==> src/rtl/memtype_pkg.sv <==
`timescale 1ns/1ps
// Shared constants and types for the memory type resolver.
// Assumes type codes fit in three bits (legal codes 0,1,4,5,6).
package memtype_pkg;

    localparam int FIXED_SLOTS = 88;
    localparam int TYPE_W      = 8;

    localparam logic [TYPE_W-1:0] MT_UC = 8'd0;
    localparam logic [TYPE_W-1:0] MT_WC = 8'd1;
    localparam logic [TYPE_W-1:0] MT_WT = 8'd4;
    localparam logic [TYPE_W-1:0] MT_WP = 8'd5;
    localparam logic [TYPE_W-1:0] MT_WB = 8'd6;

    typedef enum logic [1:0] {
        ST_IDLE = 2'd0,
        ST_SCAN = 2'd1,
        ST_DONE = 2'd2
    } rs_state_t;

endpackage

==> src/rtl/mt_fixed_decode.sv <==
`timescale 1ns/1ps
// Fixed region decoder: maps an address in the low megabyte to one of
// 88 slots (64 KB, 16 KB and 4 KB granularity) and returns its byte.
// Assumes ADDR_W > 20. Purely combinational.
module mt_fixed_decode
    import memtype_pkg::*;
#(
    parameter int ADDR_W = 36
) (
    input  logic [ADDR_W-1:0]             addr,
    input  logic                          fixed_en,
    input  logic [FIXED_SLOTS*TYPE_W-1:0] fixed_types,
    output logic                          hit,
    output logic [TYPE_W-1:0]             slot_type
);

    logic [6:0] slot;
    logic       below_limit;
    logic       unused_low;

    assign unused_low = ^addr[11:0];

    // Region test and slot index selection by granularity
    always_comb begin
        below_limit = (addr[ADDR_W-1:20] == '0);
        if (!addr[19]) begin
            slot = {4'd0, addr[18:16]};
        end else if (!addr[18]) begin
            slot = 7'd8 + {3'd0, addr[17:14]};
        end else begin
            slot = 7'd24 + {1'b0, addr[17:12]};
        end
    end

    assign hit       = fixed_en && below_limit;
    assign slot_type = fixed_types[{slot, 3'b000} +: TYPE_W];

endmodule

==> src/rtl/mt_var_match.sv <==
`timescale 1ns/1ps
// Variable pair matcher: decides whether one base/mask pair is active
// and overlaps the 4 KB page, and extracts the pair's type code.
// Range arithmetic is one bit wider than the address so the end of a
// range touching the top of the space does not wrap. Combinational.
module mt_var_match #(
    parameter int ADDR_W = 36
) (
    input  logic [ADDR_W-13:0] page,
    input  logic [ADDR_W-1:0]  base,
    input  logic [ADDR_W-1:0]  mask,
    output logic               hit,
    output logic [2:0]         kind
);

    localparam logic [ADDR_W:0] PAGE_BYTES = (ADDR_W+1)'(4096);
    localparam logic [ADDR_W:0] ONE        = (ADDR_W+1)'(1);

    logic [ADDR_W:0] r_start;
    logic [ADDR_W:0] r_span;
    logic [ADDR_W:0] r_end;
    logic [ADDR_W:0] p_start;
    logic [ADDR_W:0] p_end;
    logic            unused_bits;

    assign unused_bits = ^{base[11:3], mask[10:0]};

    // Range bounds of the pair and of the page
    always_comb begin
        r_start = {1'b0, base[ADDR_W-1:12], 12'h000};
        r_span  = {1'b0, ~mask[ADDR_W-1:12], 12'hFFF};
        r_end   = (r_start | r_span) + ONE;
        p_start = {1'b0, page, 12'h000};
        p_end   = p_start + PAGE_BYTES;
    end

    assign hit  = mask[11] && (r_start < p_end) && (r_end > p_start);
    assign kind = base[2:0];

endmodule

==> src/rtl/mt_precedence.sv <==
`timescale 1ns/1ps
// Precedence merger: turns the set of matched type codes (one bit per
// code) into one type. Assumes at least one bit set; the caller picks
// the default type for an empty set.
module mt_precedence
    import memtype_pkg::*;
(
    input  logic [7:0]        seen,
    output logic [TYPE_W-1:0] merged
);

    localparam logic [7:0] WT_WB_SET = (8'b1 << MT_WT[2:0]) | (8'b1 << MT_WB[2:0]);

    // Apply UC-wins, single-type, WT/WB and fallback rules in that order
    always_comb begin
        merged = MT_WB;
        if (seen[MT_UC[2:0]]) begin
            merged = MT_UC;
        end else if ($countones(seen) == 1) begin
            for (int i = 0; i < 8; i++) begin
                if (seen[i]) merged = TYPE_W'(i);
            end
        end else if ((seen & ~WT_WB_SET) == 8'd0) begin
            merged = MT_WT;
        end
    end

endmodule

==> src/rtl/memtype_resolver.sv <==
`timescale 1ns/1ps
// Memory type resolver top. Accepts one page lookup at a time. Resolves
// disabled and fixed cases directly, otherwise scans NUM_VAR variable
// pairs one per cycle (UC ends the scan) and merges matched types.
// Assumes the configuration inputs are stable while busy and in the
// response cycle.
module memtype_resolver
    import memtype_pkg::*;
#(
    parameter int ADDR_W  = 36,
    parameter int NUM_VAR = 8
) (
    input  logic                          clk,
    input  logic                          rst_n,
    input  logic                          req_valid,
    input  logic [ADDR_W-1:0]             req_addr,
    input  logic                          feature_present,
    input  logic                          global_en,
    input  logic                          fixed_en,
    input  logic [TYPE_W-1:0]             default_type,
    input  logic [FIXED_SLOTS*TYPE_W-1:0] fixed_types,
    input  logic [NUM_VAR*ADDR_W-1:0]     var_base,
    input  logic [NUM_VAR*ADDR_W-1:0]     var_mask,
    output logic                          busy,
    output logic                          rsp_valid,
    output logic [TYPE_W-1:0]             rsp_type,
    output logic                          rsp_partial
);

    localparam int PG_W  = ADDR_W - 12;
    localparam int IDX_W = (NUM_VAR > 1) ? $clog2(NUM_VAR) : 1;
    localparam logic [IDX_W-1:0] LAST_IDX = IDX_W'(NUM_VAR - 1);

    rs_state_t         state_q;
    logic [IDX_W-1:0]  idx_q;
    logic [PG_W-1:0]   page_q;
    logic [7:0]        seen_q;
    logic [TYPE_W-1:0] fin_type_q;
    logic              direct_q;
    logic              rsp_valid_q;
    logic [TYPE_W-1:0] rsp_type_q;
    logic              rsp_partial_q;

    logic              fix_hit;
    logic [TYPE_W-1:0] fix_type;
    logic [ADDR_W-1:0] base_arr [NUM_VAR];
    logic [ADDR_W-1:0] mask_arr [NUM_VAR];
    logic              pair_hit;
    logic [2:0]        pair_kind;
    logic [TYPE_W-1:0] merged_type;

    // Split the flat pair buses into per-pair words
    for (genvar g = 0; g < NUM_VAR; g++) begin : g_unpack
        assign base_arr[g] = var_base[g*ADDR_W +: ADDR_W];
        assign mask_arr[g] = var_mask[g*ADDR_W +: ADDR_W];
    end

    mt_fixed_decode #(.ADDR_W(ADDR_W)) fixed_i (
        .addr        (req_addr),
        .fixed_en    (fixed_en),
        .fixed_types (fixed_types),
        .hit         (fix_hit),
        .slot_type   (fix_type)
    );

    mt_var_match #(.ADDR_W(ADDR_W)) match_i (
        .page (page_q),
        .base (base_arr[idx_q]),
        .mask (mask_arr[idx_q]),
        .hit  (pair_hit),
        .kind (pair_kind)
    );

    mt_precedence merge_i (
        .seen   (seen_q),
        .merged (merged_type)
    );

    // Lookup sequencer: accept, scan pairs, publish the result
    always_ff @(posedge clk) begin
        if (!rst_n) begin
            state_q       <= ST_IDLE;
            idx_q         <= '0;
            page_q        <= '0;
            seen_q        <= '0;
            fin_type_q    <= '0;
            direct_q      <= 1'b0;
            rsp_valid_q   <= 1'b0;
            rsp_type_q    <= '0;
            rsp_partial_q <= 1'b0;
        end else begin
            rsp_valid_q <= 1'b0;
            unique case (state_q)
                ST_IDLE: begin
                    if (req_valid) begin
                        page_q <= req_addr[ADDR_W-1:12];
                        seen_q <= '0;
                        idx_q  <= '0;
                        if (!global_en) begin
                            fin_type_q <= feature_present ? MT_UC : MT_WB;
                            direct_q   <= 1'b1;
                            state_q    <= ST_DONE;
                        end else if (fix_hit) begin
                            fin_type_q <= fix_type;
                            direct_q   <= 1'b1;
                            state_q    <= ST_DONE;
                        end else begin
                            direct_q   <= 1'b0;
                            state_q    <= ST_SCAN;
                        end
                    end
                end
                ST_SCAN: begin
                    if (pair_hit && ({5'd0, pair_kind} == MT_UC)) begin
                        fin_type_q <= MT_UC;
                        direct_q   <= 1'b1;
                        state_q    <= ST_DONE;
                    end else begin
                        if (pair_hit) seen_q <= seen_q | (8'b1 << pair_kind);
                        if (idx_q == LAST_IDX) state_q <= ST_DONE;
                        else                   idx_q   <= idx_q + 1'b1;
                    end
                end
                ST_DONE: begin
                    rsp_valid_q   <= 1'b1;
                    rsp_type_q    <= direct_q ? fin_type_q
                                   : ((seen_q == '0) ? default_type : merged_type);
                    rsp_partial_q <= !direct_q && (seen_q == '0);
                    state_q       <= ST_IDLE;
                end
                default: state_q <= ST_IDLE;
            endcase
        end
    end

    assign busy        = (state_q != ST_IDLE);
    assign rsp_valid   = rsp_valid_q;
    assign rsp_type    = rsp_type_q;
    assign rsp_partial = rsp_partial_q;

    // the response strobe never lasts two cycles
    a_r11_single_pulse: assert property (@(posedge clk) disable iff (!rst_n)
        rsp_valid |=> !rsp_valid);

    // an idle request makes the block busy on the next cycle
    a_r10_busy_after_accept: assert property (@(posedge clk) disable iff (!rst_n)
        (!busy && req_valid) |=> busy);

    // the block is free again in the cycle its result appears
    a_r10_idle_at_response: assert property (@(posedge clk) disable iff (!rst_n)
        rsp_valid |-> !busy);

    // an uncovered page reports the default type
    a_r8_partial_gives_default: assert property (@(posedge clk) disable iff (!rst_n)
        (rsp_valid && rsp_partial) |-> (rsp_type == default_type));

    // disabled and absent feature resolves to WB without partial flag
    a_r1_absent_gives_wb: assert property (@(posedge clk) disable iff (!rst_n)
        (rsp_valid && !global_en && !feature_present) |-> (rsp_type == MT_WB && !rsp_partial));

endmodule

==> config.mk <==
export PLATFORM = sky130hd
export DESIGN_NAME = memtype_resolver
export DESIGN_NICKNAME = d
export VERILOG_FILES = /design/src/rtl/memtype_pkg.sv /design/src/rtl/mt_fixed_decode.sv /design/src/rtl/mt_var_match.sv /design/src/rtl/mt_precedence.sv /design/src/rtl/memtype_resolver.sv
export SDC_FILE = /design/constraint.sdc
export NUM_CORES = 1
export LEC_CHECK = 0
export BUFFER_PORTS_ARGS = -buffer_cell sky130_fd_sc_hd__buf_2
export CAP_MARGIN = 20
export CORE_AREA = 2 2 526 528
export CTS_CLUSTER_DIAMETER = 30
export DETAILED_ROUTE_END_ITERATION = 6
export DIE_AREA = 0 0 528 530
export GPL_TIMING_DRIVEN = 1
export PLACE_DENSITY_LB_ADDON = 0.2
export SYNTH_ARGS = -nofsm -noshare
export SYNTH_HDL_FRONTEND = slang
export SYNTH_SLANG_ARGS = --single-unit
export TNS_END_PERCENT = 1
==> constraint.sdc <==
create_clock -name clk -period 5.3 [get_ports clk]
set_input_delay 0.265 -clock clk [delete_from_list [all_inputs] [get_ports clk]]
set_output_delay 0.265 -clock clk [all_outputs]
set_load 0.02 [all_outputs]
==> impl_results.html, run 1 <==
<table>
<tr><th>Metric</th><th>Value</th></tr>
<tr><th colspan="2">Layout</th></tr>
<tr><td>Core utilization of the finished layout</td><td>9.659%</td></tr>
<tr><td>Synthesis-to-finish area growth</td><td>84.34%</td></tr>
<tr><td>Share of post-route cells with drive strength above 1</td><td>55.20%</td></tr>
<tr><td>Commonest non-fill, non-tap cell in the layout</td><td>sky130_fd_sc_hd__buf_2</td></tr>
<tr><td>Most frequent cells in the layout</td><td>sky130_fd_sc_hd__buf_2, sky130_fd_sc_hd__mux2i_1, sky130_fd_sc_hd__nand2_1</td></tr>
<tr><td>Fill count</td><td>32277</td></tr>
<tr><td>Finished layout cell area</td><td>26540 um2</td></tr>
<tr><td>Total number of nets in the final design</td><td>4317</td></tr>
<tr><th colspan="2">Worst setup path</th></tr>
<tr><td>Slowest stage cell, crit path</td><td>sky130_fd_sc_hd__or4_1</td></tr>
<tr><td>Type of origin of the critical path</td><td>flop</td></tr>
<tr><td>Beginning of the worst register-to-register path</td><td>idx_q[1]$_SDFFE_PN0P_</td></tr>
<tr><td>Reg2reg end</td><td>idx_q[0]$_SDFFE_PN0P_</td></tr>
<tr><td>Crit end category</td><td>flop</td></tr>
<tr><td>Data arrival time of the critical path</td><td>around 5300 ps</td></tr>
<tr><td>Depth of the worst register-to-register path</td><td>24</td></tr>
<tr><td>Critical path type</td><td>flop to flop</td></tr>
<tr><td>Largest fanout on the critical path</td><td>8</td></tr>
<tr><td>Slowest cell delay on critical path</td><td>between 600 and 700 ps</td></tr>
<tr><td>Ordered cell list for the critical path</td><td>buf_12, buf_6, mux2i_4, nor3_2, a31oi_1, buf_4, o21ai_4, buf_4, or4_1, nor3_2, nand2_1, nor3_1, xnor2_1, ha_1, o21a_1, o21ai_0, a22oi_1, nand2_1, a31oi_1, buf_4, a31oi_2, o31ai_4, or3_1, a31oi_1</td></tr>
<tr><td>Flop-to-flop setup slack</td><td>210 ps</td></tr>
<tr><td>Required time worst endpoint</td><td>~5500 ps</td></tr>
<tr><th colspan="2">Clock network</th></tr>
<tr><td>Clock slew seen by the registers of the worst setup and hold paths</td><td>~80 ps</td></tr>
<tr><td>Root Buffer</td><td>sky130_fd_sc_hd__clkbuf_16</td></tr>
<tr><td>Total number of clock tree sinks</td><td>56</td></tr>
<tr><td>Number of CTS-inserted buffers</td><td>5</td></tr>
<tr><td>TritonCTS clock tree</td><td>built</td></tr>
<tr><td>Number of hold buffers added after cts</td><td>0</td></tr>
<tr><td>Maximum clock insertion buffer count</td><td>2</td></tr>
<tr><td>CTS H-tree depth</td><td>2</td></tr>
<tr><td>Source-to-sink clock delay at the later pin of the worst-skew pair</td><td>320 ps</td></tr>
<tr><th colspan="2">Min path</th></tr>
<tr><td>Min-Delay Endpoint</td><td>page_q[15]$_SDFFE_PN0P_</td></tr>
<tr><td>Hold path depth</td><td>3</td></tr>
<tr><td>Worst min-delay path class</td><td>primary input to flop</td></tr>
<tr><td>Beginning of the worst hold path</td><td>req_addr[27]</td></tr>
<tr><th colspan="2">Global routing</th></tr>
<tr><td>Wire length of the first global-routing pass</td><td>205000 um</td></tr>
<tr><td>Residual overflow from global routing</td><td>0</td></tr>
<tr><td>Number of global-route vias before repair</td><td>about 21000</td></tr>
<tr><td>Antenna violations before repair</td><td>139</td></tr>
<tr><td>Pin count of the biggest net entering global routing</td><td>52</td></tr>
<tr><td>Total global routing track utilization</td><td>11.03%</td></tr>
<tr><th colspan="2">Job</th></tr>
<tr><td>Number of max-cap violations</td><td>0</td></tr>
<tr><th colspan="2">Logic synthesis</th></tr>
<tr><td>Combinational family with the most area after synthesis</td><td>multiplexers</td></tr>
<tr><td>Async S/R FF share, synth</td><td>0%</td></tr>
<tr><td>Post-synthesis adder-cell area fraction</td><td>5.944%</td></tr>
<tr><td>Cell count after synthesis</td><td>approximately 1700</td></tr>
<tr><td>Register area share after synthesis</td><td>under 10%</td></tr>
<tr><td>Flop and latch count out of synthesis</td><td>56</td></tr>
<tr><td>Xor/xnor share of the synthesized area</td><td>2.737%</td></tr>
<tr><td>Synth Area in Simple Gates</td><td>17.91%</td></tr>
<tr><td>Count of distinct cell types in the synthesized netlist</td><td>74</td></tr>
<tr><td>Flip-flop cell with the highest count after synthesis</td><td>sky130_fd_sc_hd__dfxtp_1</td></tr>
<tr><td>Area of the mapped netlist</td><td>14400 um2</td></tr>
<tr><td>Mapped Nets</td><td>3082</td></tr>
<tr><td>Mux cell area share after synthesis</td><td>42.84%</td></tr>
<tr><td>Mean Syn Cell Area</td><td>8.540 um2</td></tr>
<tr><td>Synthesized-area fraction occupied by ao, oa, aoi and oai cells</td><td>between 10% and 20%</td></tr>
<tr><td>Number of flops mapped to enable cells by yosys</td><td>0</td></tr>
<tr><td>Yosys warning total</td><td>0</td></tr>
<tr><th colspan="2">Power</th></tr>
<tr><td>Peak supply drop</td><td>0.0001097 V</td></tr>
<tr><td>Leakage</td><td>roughly 11 nW</td></tr>
<tr><td>Power density cells</td><td>between 100 and 150 nW/um2</td></tr>
<tr><th colspan="2">Status</th></tr>
<tr><td>Outcome</td><td>finished, final reports clean</td></tr>
<tr><th colspan="2">Floorplanning</th></tr>
<tr><td>Height of the die</td><td>530 um</td></tr>
<tr><td>Area enclosed by the die boundary</td><td>279800 um2</td></tr>
<tr><td>Number of rows created at floorplan</td><td>slightly below 200</td></tr>
<tr><td>Horizontal die dimension</td><td>528 um</td></tr>
<tr><td>Count of boundary I/O pins</td><td>1341</td></tr>
<tr><td>Initial core utilization</td><td>under 10%</td></tr>
<tr><td>Core region area</td><td>274800 um2</td></tr>
<tr><th colspan="2">STA</th></tr>
<tr><td>Fmax</td><td>0.1966 GHz</td></tr>
<tr><td>Final cycle utilization of the critical path</td><td>95.95%</td></tr>
<tr><td>Min Tclk post-route</td><td>5085 ps</td></tr>
<tr><td>Setup violation total in the final timing report</td><td>0</td></tr>
<tr><td>Unrepaired setup endpoints after global routing</td><td>yes</td></tr>
<tr><td>Total Neg Setup Slack</td><td>0 ps</td></tr>
<tr><td>Final worst clock skew</td><td>10.97 ps</td></tr>
<tr><td>Slew headroom</td><td>between 30% and 40%</td></tr>
<tr><td>Actual transition at the worst max-transition pin</td><td>around 900 ps</td></tr>
<tr><td>Final max-slew violation count</td><td>0</td></tr>
<tr><td>Worst Hold Margin</td><td>~250 ps</td></tr>
<tr><td>Final number of hold-violating endpoints</td><td>0</td></tr>
<tr><th colspan="2">Place</th></tr>
<tr><td>Placed Instance Area</td><td>25700 um2</td></tr>
<tr><td>HPWL reported at the end of detailed placement</td><td>149500 um</td></tr>
<tr><td>Input/output buffers</td><td>roughly 1200</td></tr>
<tr><td>Final RePlAce weighted congestion</td><td>0.9094</td></tr>
<tr><th colspan="2">Route</th></tr>
<tr><td>Antenna viol nets, final</td><td>0</td></tr>
<tr><td>Routed vias/inst</td><td>3.039</td></tr>
<tr><td>DRT Pass-1 Iters</td><td>5</td></tr>
<tr><td>Post-detailed-route wirelength per cell</td><td>24.93 um</td></tr>
<tr><td>Post-route DRC violation count</td><td>0</td></tr>
<tr><td>Total via count after detailed routing</td><td>20000</td></tr>
<tr><td>Total detailed-routing wirelength</td><td>164100 um</td></tr>
<tr><td>Iteration-0 DRC Markers</td><td>893</td></tr>
</table>
## Yosys cell counts (17+ instances only)
cell / instances / area, um2
sky130_fd_sc_hd__nand4_1: 17 / 106.4
sky130_fd_sc_hd__mux2i_1: 263 / 2633
sky130_fd_sc_hd__a21boi_0: 20 / 150.1
sky130_fd_sc_hd__clkbuf_1: 74 / 277.8
sky130_fd_sc_hd__xnor2_1: 38 / 332.8
sky130_fd_sc_hd__mux4_2: 137 / 3085
sky130_fd_sc_hd__a221oi_1: 20 / 175.2
sky130_fd_sc_hd__a31oi_1: 22 / 137.6
sky130_fd_sc_hd__o21ai_0: 27 / 135.1
sky130_fd_sc_hd__nor3_1: 42 / 210.2
sky130_fd_sc_hd__nand3_1: 83 / 415.4
sky130_fd_sc_hd__nor2b_1: 18 / 112.6
sky130_fd_sc_hd__nor2_1: 80 / 300.3
sky130_fd_sc_hd__dfxtp_1: 56 / 1121
sky130_fd_sc_hd__nand2_1: 229 / 859.6
sky130_fd_sc_hd__a21oi_1: 61 / 305.3
sky130_fd_sc_hd__a22oi_1: 61 / 457.9
sky130_fd_sc_hd__inv_1: 65 / 244.0
sky130_fd_sc_hd__buf_1: 28 / 105.1
sky130_fd_sc_hd__o22ai_1: 23 / 143.9
sky130_fd_sc_hd__mux2_2: 39 / 439.2
sky130_fd_sc_hd__ha_1: 62 / 775.7
## registers in the layout (all words and copies together) (netlist names)
| register | cells |
|---|---|
| direct_q | 1 |
| fin_type_q | 8 |
| idx_q | 3 |
| page_q | 24 |
| rsp_partial | 1 |
| rsp_type | 8 |
| rsp_valid | 1 |
| seen_q | 8 |
| state_q | 2 |
## report_power, final
part           leakage, nW  total (mW)  switching, mW  internal (mW)
combinational         10.5        2.55           1.41           1.14
sequential           0.459       0.479         0.0358          0.443
clock               0.0716       0.374          0.195          0.178
## metal layers
metal  vias to the layer above  track usage, %  wire [um]
li1                       9070               -          -
met1                      9541           11.33      58280
met2                      1092           21.66      88650
met3                       267           2.065       9997
met4                        30           4.384       6929
met5                         -               0        205
## stage by stage
stage	cells	setup slack, ps	power, mW
3_5_place_dp	6494	-326.0	3.058
4_1_cts	6509	-1.334	3.489
2_1_floorplan	1686	13.99	1.622
5_1_grt	6563	-75.59	3.682
6_report	6581	214.6	3.403
3_3_place_gp	6490	-340.3	3.051
## critical path: cells and delay by family (launching register included)
kind	cells	cell delay [ps]
AND/OR/NAND/NOR	7	1810
flip-flops	1	530
XOR/XNOR	1	160
multiplexers	1	220
buffers and inverters	5	770
adder cells (fa/ha/maj)	1	270
AO/OA/AOI/OAI	9	1240
## cell type report
class	instances	area (um2)	area share, %
Clock buffer	6	128.9	0.4855
Clock inverter	2	13.76	0.05185
Multi-Input combinational cell	1430	12690	47.80
Antenna cell	52	130.1	0.4902
Timing Repair Buffer	1363	7692	28.98
Sequential cell	56	1132	4.266
Tap cell	3607	4513	17.00
Inverter	65	244.0	0.9192
## cell families after synthesis
family          count (synthesis)
compound gates                333
xor+xnor                       45
fa+ha+maj                      66
buf+inv                       200
flops                          56
mux                           440
simple gates                  546
## how the worst max path moves through the flow
| stage | from | endpoint | slack [ps] | cells past startpoint |
|---|---|---|---|---|
| 6_report | idx_q[1]$_SDFFE_PN0P_ | idx_q[0]$_SDFFE_PN0P_ | 210 | 24 |
| 5_1_grt | idx_q[1]$_SDFFE_PN0P_ | fin_type_q[1]$_SDFFE_PN0P_ | -80 | 26 |
| 4_1_cts | idx_q[0]$_SDFFE_PN0P_ | idx_q[0]$_SDFFE_PN0P_ | -1 | 21 |
| 3_5_place_dp | idx_q[1]$_SDFFE_PN0P_ | fin_type_q[2]$_SDFFE_PN0P_ | -330 | 20 |
| 3_3_place_gp | idx_q[1]$_SDFFE_PN0P_ | fin_type_q[5]$_SDFFE_PN0P_ | -340 | 25 |
| 2_1_floorplan | idx_q[1]$_SDFFE_PN0P_ | idx_q[2]$_SDFFE_PN0P_ | 10 | 27 |
## what timing repair did
action | in CTS | in global routing
setup buffers | 7 | 19
cloned | 0 | 2
pin swaps | 1 | 20
endpoints found under the setup margin | 19 | 17
gates resized for setup | 3 | 57
Power figures use the tool's default switching activity.
==> run 2, diff against run 1 <==
- ABC_AREA: unset -> 1
- CELL_PAD_IN_SITES_DETAIL_PLACEMENT: unset -> 0
- CELL_PAD_IN_SITES_GLOBAL_PLACEMENT: unset -> 1
- CORE_AREA: 2 2 526 528 -> 2 2 524 526
- DIE_AREA: 0 0 528 530 -> 0 0 526 528
==> impl_results.html, run 2 <==
<table>
<tr><th>Metric</th><th>Value</th></tr>
<tr><th colspan="2">Min path</th></tr>
<tr><td>Worst min-delay path class</td><td>primary input to flop</td></tr>
<tr><td>Hold path depth</td><td>3</td></tr>
<tr><td>Min-Delay Endpoint</td><td>rsp_type[4]$_SDFFE_PN0P_</td></tr>
<tr><td>Beginning of the worst hold path</td><td>default_type[4]</td></tr>
<tr><th colspan="2">STA</th></tr>
<tr><td>Actual transition at the worst max-transition pin</td><td>981.4 ps</td></tr>
<tr><td>Final critical-path setup slack</td><td>between 500 and 600 ps</td></tr>
<tr><td>Slew headroom</td><td>roughly 35%</td></tr>
<tr><td>Final cycle utilization of the critical path</td><td>90.23%</td></tr>
<tr><td>Final worst clock skew</td><td>slightly below 9 ps</td></tr>
<tr><td>Min Tclk post-route</td><td>4782 ps</td></tr>
<tr><td>Total Neg Setup Slack</td><td>0 ps</td></tr>
<tr><td>Unrepaired setup endpoints after global routing</td><td>no</td></tr>
<tr><td>Final max-slew violation count</td><td>0</td></tr>
<tr><td>Fmax</td><td>0.2091 GHz</td></tr>
<tr><td>Final number of hold-violating endpoints</td><td>0</td></tr>
<tr><td>Setup violation total in the final timing report</td><td>0</td></tr>
<tr><th colspan="2">Logic synthesis</th></tr>
<tr><td>Portion of synthesized cell area occupied by the leading cell type</td><td>a little under a quarter</td></tr>
<tr><td>Number of flops mapped to enable cells by yosys</td><td>0</td></tr>
<tr><td>Synth Area in Simple Gates</td><td>between 50% and 60%</td></tr>
<tr><td>Post-synthesis adder-cell area fraction</td><td>between 5 and 6%</td></tr>
<tr><td>Largest cells by area after synthesis</td><td>sky130_fd_sc_hd__nand2_1, sky130_fd_sc_hd__nand3_1, sky130_fd_sc_hd__nor2_1, sky130_fd_sc_hd__o21ai_0, sky130_fd_sc_hd__dfxtp_1</td></tr>
<tr><td>Synthesized-area fraction occupied by ao, oa, aoi and oai cells</td><td>16.77%</td></tr>
<tr><td>Count of distinct cell types in the synthesized netlist</td><td>46</td></tr>
<tr><td>Yosys warning total</td><td>0</td></tr>
<tr><td>Register area share after synthesis</td><td>between 7 and 8%</td></tr>
<tr><td>Combinational family with the most area after synthesis</td><td>simple AND/OR/NAND/NOR gates</td></tr>
<tr><td>Flop and latch count out of synthesis</td><td>56</td></tr>
<tr><td>Cell type contributing the most total cell area after synthesis</td><td>sky130_fd_sc_hd__nand2_1</td></tr>
<tr><td>Async S/R FF share, synth</td><td>0%</td></tr>
<tr><td>Mean Syn Cell Area</td><td>around 5.0 um2</td></tr>
<tr><td>Most frequent cell after synthesis</td><td>sky130_fd_sc_hd__nand2_1</td></tr>
<tr><td>Area of the mapped netlist</td><td>15510 um2</td></tr>
<tr><td>Xor/xnor share of the synthesized area</td><td>under 10%</td></tr>
<tr><td>Mux cell area share after synthesis</td><td>0%</td></tr>
<tr><td>Most frequent cells after synthesis</td><td>sky130_fd_sc_hd__nand2_1, sky130_fd_sc_hd__nand3_1, sky130_fd_sc_hd__nor2_1, sky130_fd_sc_hd__o21ai_0, sky130_fd_sc_hd__clkbuf_1</td></tr>
<tr><td>Mapped Nets</td><td>4527</td></tr>
<tr><td>Cell count after synthesis</td><td>3131</td></tr>
<tr><td>Flip-flop cell with the highest count after synthesis</td><td>sky130_fd_sc_hd__dfxtp_1</td></tr>
<tr><th colspan="2">Global routing</th></tr>
<tr><td>Residual overflow from global routing</td><td>0</td></tr>
<tr><td>Antenna violations before repair</td><td>118</td></tr>
<tr><td>Wire length of the first global-routing pass</td><td>223900 um</td></tr>
<tr><td>Number of global-route vias before repair</td><td>about 27000</td></tr>
<tr><td>Total global routing track utilization</td><td>11.51%</td></tr>
<tr><td>Pin count of the biggest net entering global routing</td><td>126</td></tr>
<tr><th colspan="2">Clock network</th></tr>
<tr><td>Maximum clock insertion buffer count</td><td>2</td></tr>
<tr><td>Number of CTS-inserted buffers</td><td>5</td></tr>
<tr><td>Root Buffer</td><td>sky130_fd_sc_hd__clkbuf_16</td></tr>
<tr><td>Clock slew seen by the registers of the worst setup and hold paths</td><td>80 ps</td></tr>
<tr><td>Source-to-sink clock delay at the later pin of the worst-skew pair</td><td>310 ps</td></tr>
<tr><td>CTS H-tree depth</td><td>2</td></tr>
<tr><td>Total number of clock tree sinks</td><td>between 50 and 60</td></tr>
<tr><td>Number of hold buffers added after cts</td><td>0</td></tr>
<tr><td>TritonCTS clock tree</td><td>built</td></tr>
<tr><th colspan="2">Floorplanning</th></tr>
<tr><td>Count of boundary I/O pins</td><td>1341</td></tr>
<tr><td>Initial core utilization</td><td>5.692%</td></tr>
<tr><td>Area enclosed by the die boundary</td><td>around 280000 um2</td></tr>
<tr><td>Core region area</td><td>272400 um2</td></tr>
<tr><td>Height of the die</td><td>about 530 um</td></tr>
<tr><td>Horizontal die dimension</td><td>526 um</td></tr>
<tr><td>Number of rows created at floorplan</td><td>approximately 190</td></tr>
<tr><th colspan="2">Worst setup path</th></tr>
<tr><td>Reg2reg end</td><td>direct_q$_SDFFE_PN0P_</td></tr>
<tr><td>Flop-to-flop setup slack</td><td>520 ps</td></tr>
<tr><td>Crit end category</td><td>flop</td></tr>
<tr><td>Critical path type</td><td>flop to flop</td></tr>
<tr><td>Depth of the worst register-to-register path</td><td>32</td></tr>
<tr><td>Data arrival time of the critical path</td><td>between 4000 and 5000 ps</td></tr>
<tr><td>Largest fanout on the critical path</td><td>43</td></tr>
<tr><td>Beginning of the worst register-to-register path</td><td>idx_q[0]$_SDFFE_PN0P_</td></tr>
<tr><td>Required time worst endpoint</td><td>5500 ps</td></tr>
<tr><td>Type of origin of the critical path</td><td>flop</td></tr>
<tr><td>Slowest stage cell, crit path</td><td>sky130_fd_sc_hd__dfxtp_4</td></tr>
<tr><td>Cell mode on critical path</td><td>sky130_fd_sc_hd__nand2_1</td></tr>
<tr><td>Slowest cell delay on critical path</td><td>390 ps</td></tr>
<tr><th colspan="2">Layout</th></tr>
<tr><td>Number of flip-flops in the largest register</td><td>24</td></tr>
<tr><td>Share of post-route cells with drive strength above 1</td><td>about a third</td></tr>
<tr><td>Fill count</td><td>32868</td></tr>
<tr><td>Most frequent cells in the layout</td><td>sky130_fd_sc_hd__buf_2, sky130_fd_sc_hd__nand2_1, sky130_fd_sc_hd__nand3_1</td></tr>
<tr><td>Largest reg by FF count</td><td>page_q</td></tr>
<tr><td>Commonest non-fill, non-tap cell in the layout</td><td>sky130_fd_sc_hd__buf_2</td></tr>
<tr><td>Total number of nets in the final design</td><td>5564</td></tr>
<tr><td>Synthesis-to-finish area growth</td><td>67.72%</td></tr>
<tr><th colspan="2">Route</th></tr>
<tr><td>Total detailed-routing wirelength</td><td>approximately 170000 um</td></tr>
<tr><td>DRT Pass-1 Iters</td><td>5</td></tr>
<tr><td>Iteration-0 DRC Markers</td><td>1101</td></tr>
<tr><td>Post-route DRC violation count</td><td>0</td></tr>
<tr><td>Antenna viol nets, final</td><td>0</td></tr>
<tr><td>Routed vias/inst</td><td>~3.3</td></tr>
<tr><td>Total via count after detailed routing</td><td>25514</td></tr>
<tr><td>Post-detailed-route wirelength per cell</td><td>21.54 um</td></tr>
<tr><th colspan="2">Place</th></tr>
<tr><td>Setup slack after placement</td><td>350.5 ps</td></tr>
<tr><td>Input/output buffers</td><td>1168</td></tr>
<tr><td>Final RePlAce weighted congestion</td><td>between 0.8 and 0.9</td></tr>
<tr><td>HPWL reported at the end of detailed placement</td><td>144600 um</td></tr>
<tr><th colspan="2">Power</th></tr>
<tr><td>Peak supply drop</td><td>0.0001037 V</td></tr>
<tr><td>Leakage</td><td>12.12 nW</td></tr>
<tr><td>Power density cells</td><td>134.7 nW/um2</td></tr>
<tr><th colspan="2">Job</th></tr>
<tr><td>Number of max-cap violations</td><td>0</td></tr>
<tr><th colspan="2">Status</th></tr>
<tr><td>Outcome</td><td>finished, final reports clean</td></tr>
</table>
==> run 2: cell count changes after synthesis, moves of 41 or more <==
cell                       previous run  this run
sky130_fd_sc_hd__clkbuf_1            74       138
sky130_fd_sc_hd__buf_2               10        51
sky130_fd_sc_hd__nand2_1            229       979
sky130_fd_sc_hd__o21ai_0             27       238
sky130_fd_sc_hd__nor2_1              80       396
sky130_fd_sc_hd__o21ai_1              2        83
sky130_fd_sc_hd__inv_1               65       135
sky130_fd_sc_hd__a22oi_1             61         0
sky130_fd_sc_hd__nand3_1             83       664
sky130_fd_sc_hd__mux2i_1            263         0
sky130_fd_sc_hd__mux4_2             137         0
==> run 2: power by group <==
part	leakage [nW]	switching, mW	internal [mW]
clock network	0.0773	0.169	0.222
registers	0.462	0.0279	0.454
logic	11.6	1.72	0.907
==> run 2: per-stage QoR <==
stage	power (mW)	hold WS (ps)	utilization [%]	cell area, um2	cells
2_1_floorplan	1.798	394.1	-	15510	3131
3_3_place_gp	3.272	455.7	9.435	25700	7750
3_5_place_dp	3.263	461.7	9.435	25700	7750
4_1_cts	3.680	187.6	9.494	25860	7757
5_1_grt	3.905	206.9	9.516	25920	7779
6_report	3.504	203.3	9.547	26010	7813
==> run 2: layout make-up <==
cell class / count / area [um2] / share of cell area (%)
clock inverter: 1 / 30.03 / 0.1155
antenna: 56 / 140.1 / 0.5388
sequential: 56 / 1130 / 4.344
tap: 3589 / 4491 / 17.27
multi-input combinational: 2695 / 12740 / 48.97
inverter: 140 / 549.3 / 2.112
clock buffer: 6 / 128.9 / 0.4955
timing repair buffer: 1270 / 6803 / 26.16
==> run 2: repair_timing <==
item / CTS / global route
resized for setup: 0 / 2
buffers inserted: 0 / 0
endpoints found under the setup margin: 0 / 9
==> run 2: cell families (layout without fill, tap and decap cells) <==
family / count (synthesis) / count (layout)
AOI/OAI and AO/OA: 493 / 493
xor gates and xnor gates: 38 / 38
adders and majority gates: 66 / 66
buffers and inverters: 380 / 1417
DFF: 56 / 56
other: 0 / 56
and+or+nand+nor: 2098 / 2098
==> run 2: worst max path at each step <==
stage / from / endpoint / cells after the start
after global placement: idx_q[0]$_SDFFE_PN0P_ / fin_type_q[6]$_SDFFE_PN0P_ / 32
after CTS: idx_q[0]$_SDFFE_PN0P_ / direct_q$_SDFFE_PN0P_ / 32
after detailed placement: idx_q[0]$_SDFFE_PN0P_ / direct_q$_SDFFE_PN0P_ / 32
after floorplan: idx_q[0]$_SDFFE_PN0P_ / fin_type_q[2]$_SDFFE_PN0P_ / 34
after global routing: idx_q[0]$_SDFFE_PN0P_ / direct_q$_SDFFE_PN0P_ / 29
final: idx_q[0]$_SDFFE_PN0P_ / direct_q$_SDFFE_PN0P_ / 32
==> run 2: layer usage <==
metal / global-route usage (%) / vias to the layer above / wire length [um]
met5: 0 / - / 534
met4: 1.681 / 88 / 3091
met3: 2.544 / 181 / 10400
met2: 22.13 / 959 / 87390
met1: 12.99 / 11728 / 66890
li1: - / 12558 / -
==> run 2: worst max-delay path, delay by kind of cell, from the launching register on <==
kind                       cells  cell delay, ps
AOI/OAI and AO/OA              3             500
adders and majority gates      1             280
buffers and inverters          7            1050
DFF                            1             390
and+or+nand+nor               21            2370
==> run 3, diff against run 2 <==
- clock period: 5.3 -> 4.1 ns (I/O delays scaled with it)
==> impl_results.html, run 3 (same netlist as run 2, synthesis figures left out) <==
<table>
<tr><th>Metric</th><th>Value</th></tr>
<tr><th colspan="2">Status</th></tr>
<tr><td>Outcome</td><td>finished with violations</td></tr>
<tr><td>Failing checks</td><td>setup timing</td></tr>
<tr><th colspan="2">Floorplanning</th></tr>
<tr><td>Height of the die</td><td>528 um</td></tr>
<tr><td>Initial core utilization</td><td>5.692%</td></tr>
<tr><td>Horizontal die dimension</td><td>roughly 530 um</td></tr>
<tr><td>Count of boundary I/O pins</td><td>1341</td></tr>
<tr><td>Number of rows created at floorplan</td><td>192</td></tr>
<tr><td>Core region area</td><td>272400 um2</td></tr>
<tr><td>Area enclosed by the die boundary</td><td>277700 um2</td></tr>
<tr><th colspan="2">Layout</th></tr>
<tr><td>Finished layout cell area</td><td>27860 um2</td></tr>
<tr><td>Share of post-route cells with drive strength above 1</td><td>35.88%</td></tr>
<tr><td>Total number of nets in the final design</td><td>between 5000 and 6000</td></tr>
<tr><td>Multi-input logic area</td><td>13070 um2</td></tr>
<tr><td>Largest reg by FF count</td><td>page_q</td></tr>
<tr><td>Sequential cell area</td><td>1131 um2</td></tr>
<tr><td>Fill count</td><td>32924</td></tr>
<tr><td>Commonest non-fill, non-tap cell in the layout</td><td>sky130_fd_sc_hd__buf_2</td></tr>
<tr><td>Core utilization of the finished layout</td><td>10.23%</td></tr>
<tr><td>Synthesis-to-finish area growth</td><td>79.64%</td></tr>
<tr><td>Number of flip-flops in the largest register</td><td>24</td></tr>
<tr><td>Most frequent cells in the layout</td><td>sky130_fd_sc_hd__buf_2, sky130_fd_sc_hd__nand2_1, sky130_fd_sc_hd__nand3_1</td></tr>
<tr><th colspan="2">Route</th></tr>
<tr><td>Total via count after detailed routing</td><td>26202</td></tr>
<tr><td>Post-route DRC violation count</td><td>0</td></tr>
<tr><td>DRT Pass-1 Iters</td><td>5</td></tr>
<tr><td>Post-detailed-route wirelength per cell</td><td>21.85 um</td></tr>
<tr><td>Iteration-0 DRC Markers</td><td>1213</td></tr>
<tr><td>Antenna viol nets, final</td><td>0</td></tr>
<tr><td>Total detailed-routing wirelength</td><td>173900 um</td></tr>
<tr><td>Routed vias/inst</td><td>3.292</td></tr>
<tr><th colspan="2">Worst setup path</th></tr>
<tr><td>Critical Path Sink</td><td>state_q[1]$_SDFFE_PN0P_</td></tr>
<tr><td>Slowest cell delay on critical path</td><td>490 ps</td></tr>
<tr><td>Crit path depth</td><td>32</td></tr>
<tr><td>Crit end category</td><td>flop</td></tr>
<tr><td>Data arrival time of the critical path</td><td>4490 ps</td></tr>
<tr><td>Worst setup startpoint</td><td>idx_q[0]$_SDFFE_PN0P_</td></tr>
<tr><td>Depth of the worst register-to-register path</td><td>32</td></tr>
<tr><td>Flop-to-flop setup slack</td><td>-200 ps</td></tr>
<tr><td>Cell mode on critical path</td><td>sky130_fd_sc_hd__nand2_1</td></tr>
<tr><td>Slowest stage cell, crit path</td><td>sky130_fd_sc_hd__dfxtp_4</td></tr>
<tr><td>Worst path buffer plus inverter count</td><td>7</td></tr>
<tr><td>Type of origin of the critical path</td><td>flop</td></tr>
<tr><td>Required time worst endpoint</td><td>~4300 ps</td></tr>
<tr><td>Beginning of the worst register-to-register path</td><td>idx_q[0]$_SDFFE_PN0P_</td></tr>
<tr><td>Kind of cell adding the most delay to the critical path</td><td>simple AND/OR/NAND/NOR gates</td></tr>
<tr><td>Largest fanout on the critical path</td><td>6</td></tr>
<tr><td>Reg2reg end</td><td>state_q[1]$_SDFFE_PN0P_</td></tr>
<tr><td>Critical path type</td><td>flop to flop</td></tr>
<tr><th colspan="2">Clock network</th></tr>
<tr><td>Number of hold buffers added after cts</td><td>0</td></tr>
<tr><td>Source-to-sink clock delay at the later pin of the worst-skew pair</td><td>310 ps</td></tr>
<tr><td>CTS H-tree depth</td><td>2</td></tr>
<tr><td>Maximum clock insertion buffer count</td><td>2</td></tr>
<tr><td>Total number of clock tree sinks</td><td>56</td></tr>
<tr><td>Number of CTS-inserted buffers</td><td>5</td></tr>
<tr><td>Root Buffer</td><td>sky130_fd_sc_hd__clkbuf_16</td></tr>
<tr><td>Clock slew seen by the registers of the worst setup and hold paths</td><td>approximately 80 ps</td></tr>
<tr><td>TritonCTS clock tree</td><td>built</td></tr>
<tr><th colspan="2">Min path</th></tr>
<tr><td>Worst min-delay path class</td><td>primary input to flop</td></tr>
<tr><td>Beginning of the worst hold path</td><td>default_type[6]</td></tr>
<tr><th colspan="2">Place</th></tr>
<tr><td>Input/output buffers</td><td>1168</td></tr>
<tr><td>HPWL reported at the end of detailed placement</td><td>about 150000 um</td></tr>
<tr><td>Placed Instance Area</td><td>27030 um2</td></tr>
<tr><td>Final RePlAce weighted congestion</td><td>0.8861</td></tr>
<tr><th colspan="2">STA</th></tr>
<tr><td>Final worst clock skew</td><td>11.87 ps</td></tr>
<tr><td>Final number of hold-violating endpoints</td><td>0</td></tr>
<tr><td>Setup violation total in the final timing report</td><td>21</td></tr>
<tr><td>Fmax</td><td>0.2325 GHz</td></tr>
<tr><td>Total Neg Setup Slack</td><td>-2894 ps</td></tr>
<tr><td>Unrepaired setup endpoints after global routing</td><td>yes</td></tr>
<tr><td>Actual transition at the worst max-transition pin</td><td>~880 ps</td></tr>
<tr><td>Slew headroom</td><td>41.44%</td></tr>
<tr><td>Final max-slew violation count</td><td>0</td></tr>
<tr><td>Worst Hold Margin</td><td>135.9 ps</td></tr>
<tr><td>Min Tclk post-route</td><td>about 4300 ps</td></tr>
<tr><td>Final cycle utilization of the critical path</td><td>104.9%</td></tr>
<tr><td>Final critical-path setup slack</td><td>-200.4 ps</td></tr>
<tr><th colspan="2">Global routing</th></tr>
<tr><td>Antenna violations before repair</td><td>95</td></tr>
<tr><td>Total global routing track utilization</td><td>11.91%</td></tr>
<tr><td>Residual overflow from global routing</td><td>0</td></tr>
<tr><td>Wire length of the first global-routing pass</td><td>233400 um</td></tr>
<tr><td>Pin count of the biggest net entering global routing</td><td>between 80 and 90</td></tr>
<tr><td>Number of global-route vias before repair</td><td>roughly 28000</td></tr>
<tr><th colspan="2">Job</th></tr>
<tr><td>Number of max-cap violations</td><td>0</td></tr>
<tr><th colspan="2">Power</th></tr>
<tr><td>Power density cells</td><td>176.1 nW/um2</td></tr>
<tr><td>Peak supply drop</td><td>0.0001374 V</td></tr>
<tr><td>Leakage</td><td>roughly 13 nW</td></tr>
</table>
run 3: final cells by class:
type                            instances  share of cell area (%)
Multi-Input combinational cell       2696                   46.93
Timing Repair Buffer                 1439                   30.10
Tap cell                             3589                   16.12
Sequential cell                        56                   4.061
Inverter                              140                   1.985
Clock buffer                            5                  0.4492
Antenna cell                           31                  0.2785
Clock inverter                          3                 0.07187
run 3: what timing repair did:
action / CTS / global route
setup buffers: 4 / 11
gates resized for setup: 53 / 56
endpoints found under the setup margin: 21 / 21
pin swaps: 9 / 29
gates cloned: 2 / 2
run 3: tightest hold or removal path: stages:
cell and delay [ps]:
sky130_fd_sc_hd__buf_2 100, sky130_fd_sc_hd__nand2_1 50, sky130_fd_sc_hd__a21oi_1 50
run 3: per-layer routing:
layer / track usage [%] / up-vias / wire (um)
met1: 13.86 / 12166 / 70850
met5: 0 / - / 378
met3: 2.282 / 162 / 9383
li1: - / 12855 / -
met2: 22.92 / 955 / 91090
met4: 1.078 / 64 / 2184
run 3: through the flow:
step	cells	total power [mW]	setup WS, ps
after floorplan	3131	2.324	242.3
after global placement	7901	4.491	-527.3
after detailed placement	7901	4.460	-425.0
after CTS	7915	5.026	-180.4
after global routing	7942	5.434	-532.3
final	7959	4.905	-200.4
run 3: how the worst min path moves through the flow:
stage,endpoint,slack [ps],depth (start not counted)
after floorplan,rsp_type[5]$_SDFFE_PN0P_,330,2
after global placement,rsp_partial$_SDFFE_PN0P_,460,2
after detailed placement,rsp_partial$_SDFFE_PN0P_,460,2
after CTS,rsp_type[6]$_SDFFE_PN0P_,120,3
after global routing,rsp_type[7]$_SDFFE_PN0P_,140,3
final,rsp_type[6]$_SDFFE_PN0P_,140,3
run 3: report_power, final:
part / leakage (nW) / total, mW / internal [mW] / switching, mW
Sequential: 0.462 / 0.627 / 0.587 / 0.0402
Combinational: 12.6 / 3.81 / 1.43 / 2.38
Clock: 0.0747 / 0.466 / 0.230 / 0.237
Total: 13.1 / 4.90 / 2.25 / 2.65
